===== src/rtl/selreg_pkg.sv =====
package selreg_pkg;

  // Encoding of the shared select line.
  typedef enum logic {
    SRC_X = 1'b0,
    SRC_Y = 1'b1
  } src_sel_e;

  // One-bit two-way selection used by every slice.
  function automatic logic pick_bit(input src_sel_e s, input logic a, input logic b);
    logic r;
    case (s)
      SRC_X:   r = a;
      default: r = b;
    endcase
    return r;
  endfunction

  // Number of groups needed to cover a width with lanes of a given size.
  function automatic int group_count(input int width, input int lane);
    return (width + lane - 1) / lane;
  endfunction

endpackage


===== src/rtl/selreg_slice.sv =====
module selreg_slice
  import selreg_pkg::*;
(
  input  logic     clk,
  input  logic     rst,
  input  src_sel_e sel,
  input  logic     a_bit,
  input  logic     b_bit,
  output logic     d_next,
  output logic     q_bit
);

  // Selector output, brought out as a named wire.
  assign d_next = pick_bit(sel, a_bit, b_bit);

  always_ff @(posedge clk) begin
    if (rst) q_bit <= 1'b0;
    else     q_bit <= d_next;
  end

endmodule


===== src/rtl/selreg_zero_detect.sv =====
module selreg_zero_detect
  import selreg_pkg::*;
#(
  parameter int WIDTH = 8,
  parameter int LANE  = 4
) (
  input  logic [WIDTH-1:0] vec,
  output logic             all_zero
);

  localparam int GROUPS = group_count(WIDTH, LANE);
  localparam int PADDED = GROUPS * LANE;

  logic [PADDED-1:0] vec_pad;
  logic [GROUPS-1:0] grp_any;

  assign vec_pad = {{(PADDED-WIDTH){1'b0}}, vec};

  // First level: one OR per lane of bits.
  for (genvar g = 0; g < GROUPS; g++) begin : g_lane
    assign grp_any[g] = |vec_pad[g*LANE +: LANE];
  end

  // Second level: combine the lane results.
  assign all_zero = ~(|grp_any);

endmodule


===== src/rtl/selreg_zflag.sv =====
module selreg_zflag
  import selreg_pkg::*;
#(
  parameter int WIDTH = 8,
  parameter int LANE  = 4
) (
  input  logic             clk,
  input  logic             rst,
  input  logic             sel,
  input  logic [WIDTH-1:0] x_in,
  input  logic [WIDTH-1:0] y_in,
  output logic [WIDTH-1:0] word_q,
  output logic             zero_flag
);

  src_sel_e         sel_e;
  logic [WIDTH-1:0] next_word;

  assign sel_e = src_sel_e'(sel);

  for (genvar i = 0; i < WIDTH; i++) begin : g_slice
    selreg_slice u_slice (
      .clk    (clk),
      .rst    (rst),
      .sel    (sel_e),
      .a_bit  (x_in[i]),
      .b_bit  (y_in[i]),
      .d_next (next_word[i]),
      .q_bit  (word_q[i])
    );
  end

  selreg_zero_detect #(
    .WIDTH (WIDTH),
    .LANE  (LANE)
  ) u_zero (
    .vec      (word_q),
    .all_zero (zero_flag)
  );

  // a reset edge clears the stored word.
  p_reset_clear_r8: assert property (@(posedge clk)
    rst |=> (word_q == '0));

  // first source captured when select is low.
  p_capture_x_r2: assert property (@(posedge clk) disable iff (rst)
    (sel == 1'b0) |=> (word_q == $past(x_in)));

  // second source captured when select is high.
  p_capture_y_r3: assert property (@(posedge clk) disable iff (rst)
    (sel == 1'b1) |=> (word_q == $past(y_in)));

  // flag set implies an empty register.
  p_flag_means_zero_r6: assert property (@(posedge clk) disable iff (rst)
    zero_flag |-> (word_q == '0));

  // an empty register raises the flag.
  p_zero_means_flag_r6: assert property (@(posedge clk) disable iff (rst)
    (word_q == '0) |-> zero_flag);

  // a zero word on the chosen source sets the flag one edge later.
  p_flag_lag_r7: assert property (@(posedge clk) disable iff (rst)
    (next_word == '0) |=> zero_flag);

endmodule


===== config.mk =====
export PLATFORM = sky130hd
export DESIGN_NAME = selreg_zflag
export DESIGN_NICKNAME = d
export VERILOG_FILES = /design/src/rtl/selreg_pkg.sv /design/src/rtl/selreg_slice.sv /design/src/rtl/selreg_zero_detect.sv /design/src/rtl/selreg_zflag.sv
export SDC_FILE = /design/constraint.sdc
export NUM_CORES = 1
export LEC_CHECK = 0
export BUFFER_PORTS_ARGS = -buffer_cell sky130_fd_sc_hd__buf_4
export CORE_AREA = 2 2 39 41
export CTS_CLUSTER_SIZE = 10
export DETAILED_ROUTE_END_ITERATION = 8
export DIE_AREA = 0 0 41 43
export MAX_ROUTING_LAYER = met4
export PLACE_DENSITY = 0.58
export SYNTH_ARGS = -nofsm -noshare
export SYNTH_HDL_FRONTEND = slang
export SYNTH_SLANG_ARGS = --single-unit

===== constraint.sdc =====
create_clock -name clk -period 2.35 [get_ports clk]
set_input_delay 0.47 -clock clk [delete_from_list [all_inputs] [get_ports clk]]
set_output_delay 0.47 -clock clk [all_outputs]
set_load 0.05 [all_outputs]

After elaboration in Yosys (flattened, before gate mapping)
Cells that the tools add are included.
{ "totals": {"elab_cells": 18, "n_memories": 0, "latchBits": 0, "inputBits": 19, "rom_bits": 0, "out_inout_bits": 9, "ramBits": 0, "regBits": 8} }
{ "classes": {"muxes": 8, "bitwise_logic": 1, "eq_ne": 0, "multipliers": 0, "reduce_logical": 1, "div": 0, "shift": 0, "addsub": 0, "order_cmp": 0} }
{ "ops": {"columns": ["operator", "count"], "rows": [
  ["$mux 1", 8],
  ["$reduce_or 8->1", 1],
  ["$not 1->1", 1]
]} }

Logic depth before layout (Yosys ltp)
Gate-level depths: netlist of the first run.
{ "logic_depth": {"ltp_word": 2, "ltp_mapped": 3, "ltp_nobuf": 2} }

Cells and area by module
Synthesis of the first run repeated with hierarchy kept, for this count alone.
{ "unflattened": {"hier_cells": 27, "area_unflattened_um2": 409.1} }
{ "modules_own_cells": {"columns": ["mod", "cells_each", "area_per_inst_um2", "seq_area_each_um2", "n_inst"], "rows": [
  ["selreg_slice", 3, 48.8, 20.0, 8],
  ["selreg_zero_detect", 3, 18.8, 0.0, 1]
]} }

Worst setup path after synthesis of the first run
No wires, ideal clock.
{ "synth_timing": {"kind": "reg-to-output", "from": "reg g_slice[1].u_slice.q_bit", "to": "out zero_flag", "arrival_time_ns": 1.464, "path_buffers": 0, "stages_incl_launch_ff": 3, "required_time_ns": 1.880, "path_slack_ns": 0.416, "path_cell_list": "dfxtp_1 -> or4_1 -> nor2_1"} }
{ "synth_via": {"elab_chain_len": 2} }
{ "synth_rtl": {"columns": ["item", "line", "source"], "rows": [
  ["from (decl)", "selreg_slice.sv:10", "output logic q_bit"],
  ["from (signal assigned)", "selreg_slice.sv:18", "else q_bit <= d_next;"],
  ["$reduce_or 8->1", "selreg_zero_detect.sv:25", "assign all_zero = ~(|grp_any);"],
  ["$not 1->1", "selreg_zero_detect.sv:25", null],
  ["to (decl)", "selreg_zflag.sv:13", "output logic zero_flag"]
]} }
No other way between the ends.

Worst setup path after layout of the first run
Ends and elaborated chain as after synthesis.

==> results of run 1 <==
cell families (layout without fill, tap and decap cells):
group	Yosys count	count (layout)	synth area share
buf+inv	10	30	0.192
flops	8	8	0.448
mux	8	8	0.224
simple gates	11	11	0.136
power by group through the flow:
stage                     clock [mW]  combinational, mW  sequential (mW)
after floorplan                    0             0.0695            0.151
after global placement             0             0.0958            0.152
after detailed placement           0             0.0960            0.152
after CTS                     0.0996             0.0960            0.149
after global routing           0.107              0.101            0.150
final                         0.0975             0.0948            0.149
worst max path at each step:
stage | start | end | slack, ps | cells past startpoint
after detailed placement | g_slice[5].u_slice.q_bit | zero_flag | 770 | 3
final | g_slice[1].u_slice.q_bit | zero_flag | 520 | 3
after global placement | g_slice[1].u_slice.q_bit | zero_flag | 780 | 3
after global routing | g_slice[1].u_slice.q_bit | zero_flag | 440 | 3
after CTS | g_slice[5].u_slice.q_bit | zero_flag | 510 | 3
after floorplan | g_slice[1].u_slice.q_bit | zero_flag | 420 | 2
layout make-up:
type / instances / area (µm²) / share of cell area
repair buffers: 27 / 203 / 0.379
well taps: 16 / 20.0 / 0.0375
clock buffers: 3 / 22.5 / 0.0422
multi-input cells: 19 / 129 / 0.241
flip-flops and latches: 8 / 160 / 0.300
through the flow:
| step | power [mW] | area (µm²) |
|---|---|---|
| after global placement | 0.248 | 512 |
| after CTS | 0.345 | 534 |
| after floorplan | 0.220 | 358 |
| after global routing | 0.358 | 534 |
| final | 0.341 | 534 |
| after detailed placement | 0.248 | 512 |
cells in the final DEF, fill, tap and decap left out:
cell type / Yosys / routed
nor2_1: 9 / 9
mux2i_1: 8 / 8
clkbuf_4: 0 / 3
or4_1: 2 / 2
dfxtp_1: 8 / 8
buf_4: 8 / 27
per-layer routing:
metal / up-vias / GRT usage / share of wire
met5: - / - / 0
met4: 0 / 0.0800 / 0
met3: 0 / 0 / 0.072
met2: 11 / 0.128 / 0.51
met1: 122 / 0.0971 / 0.42
li1: 153 / - / -
==> results.txt, run 1 <==
clock power share = 0.286
sequential power share = 0.436
Biggest register = g_slice.u_slice.q_bit
core area = 1380 µm²
Synth warnings = 0
DRT Pass-1 Iters = 1
status = finished clean
syn nets = 56
pin count of the biggest net entering global routing = 9
critical path startpoint category = flip-flop
GPL Wtd Cong = 0.622
pins over their slew limit = 0
hold_sp = rst
worst setup slack after placement = 773 ps
delay-heaviest family, CP = simple AND/OR/NAND/NOR gates
Area growth, synth to finish = 49.3%
crit path DAT = 1360 ps
final worst setup slack = 525 ps
Vias/cell = 3.92
antenna violations before repair = 0
Avg Inst Size Synth = 9.67 µm²
Worst Path Max Fanout = 2
Mapped Cells = 37
Root Driver = clkbuf_4
number of routed nets with antenna violations = 0
initial DRC count = 0
non-filler instance count after layout = 73
Setup CP Type = reg -> out
switching pwr = 0.0966 mW
Yosys top cell by area = dfxtp_1
DRC Markers = 0
Post-Syn Area = 358 µm²
sw frac = 0.283
most frequent cells after synthesis = nor2_1, buf_4, dfxtp_1, mux2i_1, or4_1
Data required, critical path = 1880 ps
Post-synth EDFFs = 0
combinational fraction of design power = 0.278
H-tree levels = 1
Max VDD drop = 0.164 mV
postcts setup bufs = 0
crit-path cells = or4_1 > nor2_1 > buf_4
post-synthesis sequential area ratio = 0.448
RSZ-0062 raised after global routing = false
CTS-repair resized insts = 0
CTS tree = done
Hold EP = g_slice[7].u_slice.q_bit
Critical Path Max Stage Delay = 510 ps
vias in the first global route = 269
fraction of layout cells with a size suffix above 1 = 0.526
first-pass GRT wire length = 993 µm
endpoints failing setup = 0
crit share post-route = 0.777
Tightest Hold Check Type = in -> reg
Initial Utilization = 0.259
hold depth = 2
Max-Cap Viols = 0
final core utilization = 0.386
Worst Hold Slack = 452 ps
Synth cell types = 7
diode count = 0
Placed Cells = 70
internal power = 0.245 mW
Tightest Pin Transition = 126 ps
global-route usage over all layers = 0.0856
Static Leak = 0.283 nW
Die Y = 43 µm
crit path time final = 1830 ps
ys async rst share = 0
most frequent cell after synthesis = nor2_1
cts hold-fix bufs = 0
Worst path slowest cell = or4_1
max reg flops = 8
Final Hold Fails = 0
Yosys top cell area share = 0.448
Rel. slew slack = 0.914
Die ar. = 1760 µm²
IO Count = 28
#FFs+latches synth = 8
DR WL/cell = 8.71 µm
TNS Setup = 0 ps
buffer and inverter count on the worst path = 1
top post-synthesis cells by area = dfxtp_1, mux2i_1, buf_4
Crit. End Element = output pin
GRT overflow = 0
# rows = 14
die width = 41 µm
CTS buffer count = 3
fmax = 0.548 GHz
Worst-path clk slew = 50 ps
fillcell total = 134
Sink Count = 8
Main synth FF type = dfxtp_1
fin nets = 78
Bufs on Longest Clock Path = 2
Port-buffer cells = 27
vias = 286
Top Registers = g_slice.u_slice.q_bit x8
Pwr Density = 639 nW/µm²
DRT Wirelength = 636 µm
Note: power is estimated with default switching activity, not from simulation.
==> run 2: changes to the inputs <==
--- a/config.mk
+++ b/config.mk
@@ -11,7 +11,7 @@
 export DETAILED_ROUTE_END_ITERATION = 8
 export DIE_AREA = 0 0 41 43
 export MAX_ROUTING_LAYER = met4
-export PLACE_DENSITY = 0.58
+export PLACE_DENSITY = 0.6
 export SYNTH_ARGS = -nofsm -noshare
 export SYNTH_HDL_FRONTEND = slang
 export SYNTH_SLANG_ARGS = --single-unit
==> constraint.sdc (replaced) <==
create_clock -name clk -period 1.6 [get_ports clk]
set_input_delay 0.32 -clock clk [delete_from_list [all_inputs] [get_ports clk]]
set_output_delay 0.32 -clock clk [all_outputs]
set_load 0.05 [all_outputs]
==> run 2 against run 1 <==
  * The run now ends with setup timing left
  * Via count rose by 7.7%
  * Combinational power increased by 50%
  * Global-route usage rose by 1.1 points
  * Total power grew 47%
  * Critical path depth stayed put
  * First-iteration DRC count rose by 2
  * Non-clock buffer count stayed put
  * Critical path type unchanged
  * Critical endpoint unchanged
  * Largest cell class unchanged
==> results.txt, run 2 (synthesis results as in run 1) <==
status = finished with violations
violated checks = setup timing
initial DRC count = 2 (+2)
Tightest Hold Check Type = in -> reg
fin nets = 78 (unchanged)
postcts setup bufs = 0 (unchanged)
crit share post-route = 1.05
Biggest register = g_slice.u_slice.q_bit
crit path time final = 1670 ps
Max VDD drop = 0.320 mV (+95%)
CTS buffer count = 3 (unchanged)
GRT overflow = 0 (unchanged)
Top Registers = g_slice.u_slice.q_bit x8
Max-Cap Viols = 0 (unchanged)
DR WL/cell = 8.74 µm (+0.31%)
fmax = 0.598 GHz
diode count = 0 (unchanged)
hpwl dp = 559 µm
Pwr Density = 928 nW/µm² (+45%)
Port-buffer cells = 27 (unchanged)
# rows = 14 (unchanged)
Multi-input gate area = 131 µm² (+1.9%)
DRC Markers = 0 (unchanged)
DRT Pass-1 Iters = 2 (+1)
fraction of layout cells with a size suffix above 1 = 0.544 (+0.0175)
endpoints failing setup = 1 (+1)
Setup CP Type = reg -> out
worst setup slack after placement = 161 ps (-612 ps)
Static Leak = 0.284 nW (+0.23%)
DRT Wirelength = 638 µm (+0.31%)
Register Area = 160 µm² (unchanged)
vias in the first global route = 282 (+4.8%)
number of routed nets with antenna violations = 0 (unchanged)
crit path DAT = 1350 ps (about the same)
Root Driver = clkbuf_4
Vias/cell = 4.22 (+7.7%)
Crit. End Element = output pin
first-pass GRT wire length = 1100 µm (+11%)
GPL Wtd Cong = 0.543 (-13%)
Worst-path clk slew = 50 ps (about the same)
Bufs on Longest Clock Path = 2 (unchanged)
antenna violations before repair = 0 (unchanged)
core area = 1380 µm² (unchanged)
global-route usage over all layers = 0.0968 (+0.0112)
pins over their slew limit = 0 (unchanged)
most frequent cells in the layout = buf_4, mux2i_1, nor2_1, dfxtp_1, clkbuf_4
critical path startpoint category = flip-flop
Die ar. = 1760 µm² (unchanged)
fin area = 541 µm² (+1.2%)
Worst Path Max Fanout = 2 (unchanged)
die width = 41 µm (unchanged)
final worst setup slack = -72.8 ps (-597 ps)
Area growth, synth to finish = 51.0%
Rel. slew slack = 0.905 (-0.00935)
IO Count = 28 (unchanged)
Sink Count = 8 (unchanged)
Placement Cell Area = 514 µm² (+0.49%)
Initial Utilization = 0.259 (unchanged)
vias = 308 (+7.7%)
Die Y = 43 µm (unchanged)
Data required, critical path = 1280 ps (-600 ps)
Final Hold Fails = 0 (unchanged)
H-tree levels = 1 (unchanged)
Design Power = 0.502 mW (+47%)
CTS tree = done
pin count of the biggest net entering global routing = 9 (unchanged)
Tightest Pin Transition = 139 ps (+13.6 ps)
max reg flops = 8 (unchanged)
most common cell after layout, fill and taps aside = buf_4
fillcell total = 153 (+14%)
RSZ-0062 raised after global routing = true
==> run 2: changes by cell type in the layout (fill, tap and decap cells not counted) <==
cell | before | now
nor2_1 | 9 | 8
buf_4 | 27 | 26
buf_6 | 0 | 1
nor2_2 | 0 | 1
==> run 2: layer usage <==
| layer | vias up | share of wire | GRT usage |
|---|---|---|---|
| met1 | 135 | 0.41 | 0.113 |
| met3 | 2 | 0.099 | 0.0314 |
| li1 | 156 | - | - |
| met4 | 0 | 0.016 | 0.0800 |
| met5 | - | 0 | - |
| met2 | 15 | 0.47 | 0.128 |
==> run 2: power breakdown <==
group / internal, mW / total [mW] / switching [mW]
Clock: 0.0849 / 0.140 / 0.0552
Combinational: 0.0626 / 0.142 / 0.0798
Sequential: 0.213 / 0.219 / 0.00582
Total: 0.361 / 0.502 / 0.141
==> run 2: final timing paths <==
check                                start                  endpoint  cells past startpoint
setup / recovery  g_slice[2].u_slice.q_bit                 zero_flag                      3
hold / removal                         rst  g_slice[6].u_slice.q_bit                      2
==> run 2: timing repair <==
item                                    4_1_cts  5_1_grt
gates resized for setup                       1        0
pin swaps                                     0        1
endpoints found under the setup margin        1        1
hold buffers                                  0        0
==> run 2: layout make-up <==
class,instances,area share
sequential,8,0.296
timing repair buffer,27,0.382
tap,16,0.0370
clock buffer,3,0.0417
multi-input combinational,19,0.243
==> run 2: per-stage QoR <==
stage               TNS, ps  hold slack (ps)   util  instances
detailed placement        0              550  0.372         70
CTS                   -86.2              295  0.391         73
finish                -72.8              298  0.391         73
global placement          0              551  0.372         70
global route           -116              297  0.391         73
floorplan                 0              464      -         37
==> run 2: critical path: stages, from the launching register on <==
cell and delay (ps):
dfxtp_1 300, or4_1 530, nor2_2 130, buf_6 160
==> run 3: changes to the inputs <==
--- a/config.mk
+++ b/config.mk
@@ -11,7 +11,7 @@
 export DETAILED_ROUTE_END_ITERATION = 8
 export DIE_AREA = 0 0 41 43
 export MAX_ROUTING_LAYER = met4
-export PLACE_DENSITY = 0.6
+export PLACE_DENSITY = 0.66
 export SYNTH_ARGS = -nofsm -noshare
 export SYNTH_HDL_FRONTEND = slang
 export SYNTH_SLANG_ARGS = --single-unit
==> run 3 against run 2 <==
  * First-iteration DRC count unchanged
  * Total power up 3.3%
  * Hold slack got worse by 12 ps
  * Flip-flop and latch count did not move
  * Cell count unchanged
  * Clock-buffer cell count stayed put
  * Via count grew 1.9%
  * The run still ends with setup timing left
  * Sequential share of layout area decreased by 0.71 points
  * Final area grew 3.2%
  * Worst setup slack worse by 16 ps
  * Fmax decreased by 0.96%
  * Sequential power barely moved
==> results.txt, run 3 (synthesis results as in run 1) <==
Area growth, synth to finish = 55.9%
Worst path slowest cell = or4_4
Final Hold Fails = 0 (unchanged)
CTS buffer count = 3 (unchanged)
vias in the first global route = 287 (+1.8%)
TNS Setup = -88.9 ps (-16.2 ps)
Design Power = 0.518 mW (+3.3%)
worst setup path endpoint = zero_flag
Port-buffer cells = 27 (unchanged)
GRT overflow = 0 (unchanged)
DRT Wirelength = 728 µm (+14%)
max reg flops = 8 (unchanged)
global-route usage over all layers = 0.0908 (-0.00599)
core area = 1380 µm² (unchanged)
Worst Hold Slack = 286 ps (-12.5 ps)
most frequent cells in the layout = buf_4, mux2i_1, nor2_1
pins over their slew limit = 0 (unchanged)
Setup CP Type = reg -> out
fillcell total = 147 (-3.9%)
crit share post-route = 1.06 (+0.0101)
crit-path cells = or4_4 > nor2_4 > buf_8
hold depth = 2 (unchanged)
Tightest Hold Check Type = in -> reg
H-tree levels = 1 (unchanged)
Bufs on Longest Clock Path = 2 (unchanged)
critical path startpoint category = flip-flop
antenna violations before repair = 0 (unchanged)
Initial Utilization = 0.259 (unchanged)
Rel. slew slack = 0.907 (+0.00203)
Biggest register = g_slice.u_slice.q_bit
met3 usage = 0.0314 (unchanged)
Static Leak = 0.288 nW (+1.3%)
Crit. End Element = output pin
Die ar. = 1760 µm² (unchanged)
DRC Markers = 0 (unchanged)
pin count of the biggest net entering global routing = 9 (unchanged)
die width = 41 µm (unchanged)
DR WL/cell = 9.97 µm (+14%)
diode count = 0 (unchanged)
Levels on crit path = 3 (unchanged)
endpoints failing setup = 1 (unchanged)
RSZ-0062 raised after global routing = true
Worst-path clk slew = 50 ps (about the same)
violated checks = setup timing
Root Driver = clkbuf_4
met1 usage = 0.0877 (-0.0252)
buffer and inverter count on the worst path = 1 (unchanged)
Max-Cap Viols = 0 (unchanged)
Pwr Density = 929 nW/µm² (about the same)
final core utilization = 0.403 (+0.0127)
GPL Wtd Cong = 0.545 (+0.50%)
Critical Path Source = g_slice[1].u_slice.q_bit
IO Count = 28 (unchanged)
number of routed nets with antenna violations = 0 (unchanged)
final worst setup slack = -88.9 ps (-16.2 ps)
first-pass GRT wire length = 1010 µm (-8.2%)
Max VDD drop = 0.215 mV (-33%)
CTS tree = done
delay-heaviest family, CP = simple AND/OR/NAND/NOR gates
vias = 314 (+1.9%)
most common cell after layout, fill and taps aside = buf_4
fraction of layout cells with a size suffix above 1 = 0.596 (+0.0526)
crit path time final = 1690 ps (+16.2 ps)
met2 Usage GRT = 0.134 (+0.00625)
fmax = 0.592 GHz (-0.96%)
Vias/cell = 4.30 (+1.9%)
initial DRC count = 2 (unchanged)
Critical Path Max Stage Delay = 540 ps (about the same)
Worst Path Max Fanout = 2 (unchanged)
Sink Count = 8 (unchanged)
# rows = 14 (unchanged)
Top Registers = g_slice.u_slice.q_bit x8
Die Y = 43 µm (unchanged)
DRT Pass-1 Iters = 2 (unchanged)
Data required, critical path = 1280 ps (about the same)
fin nets = 78 (unchanged)
status = finished with violations
Tightest Pin Transition = 136 ps (-2.96 ps)
postcts setup bufs = 0 (unchanged)
crit path DAT = 1370 ps (+20 ps)
busiest grt layer = met2
-- run 3: cell count changes in the layout (fill, tap and decap cells not counted) --
cell	before	now
buf_6	1	0
nor2_2	1	0
buf_8	0	1
or4_4	0	2
nor2_4	0	1
or4_1	2	0
dfxtp_2	0	1
dfxtp_1	8	7
-- run 3: power breakdown --
| group | leakage, nW | switching, mW | total (mW) | internal (mW) |
|---|---|---|---|---|
| Sequential | 0.0669 | 0.00709 | 0.221 | 0.214 |
| Clock | 0.0138 | 0.0595 | 0.145 | 0.0852 |
| Combinational | 0.207 | 0.0836 | 0.153 | 0.0692 |
| Total | 0.288 | 0.150 | 0.518 | 0.368 |
-- run 3: what timing repair did --
item | in CTS | in global routing
pin swaps | 2 | 1
endpoints found under the setup margin | 1 | 1
hold endpoints to repair | 0 | 0
gates resized for setup | 3 | 3
hold buffers | 0 | 0
cloned | 0 | 0
-- run 3: cell type report --
cell class	count	area, µm²	share of cell area
clock buffer	3	22.5	0.0404
sequential	8	161	0.289
timing repair buffer	27	210	0.377
tap	16	20.0	0.0359
multi-input combinational	19	144	0.258
-- run 3: stage by stage --
stage                     cell area, µm²  instances  worst slack, ps
after floorplan                      360         37             15.5
after global placement               514         70              168
after detailed placement             514         70              155
after CTS                            546         73            -97.8
after global routing                 558         73             -131
final                                558         73            -88.9
-- run 3: worst min-delay path by stage --
stage / from / to / slack (ps)
after global placement: rst / g_slice[3].u_slice.q_bit / 550
after floorplan: x_in[0] / g_slice[0].u_slice.q_bit / 460
after CTS: rst / g_slice[6].u_slice.q_bit / 280
after global routing: rst / g_slice[6].u_slice.q_bit / 290
after detailed placement: rst / g_slice[6].u_slice.q_bit / 550
final: rst / g_slice[6].u_slice.q_bit / 290
-- run 3: per-layer routing --
layer / wire, µm / vias up / share of wire
li1: - / 154 / -
met1: 269 / 142 / 0.37
met2: 371 / 16 / 0.51
met3: 81 / 2 / 0.11
met4: 6 / 0 / 0.0082
met5: 0 / - / 0
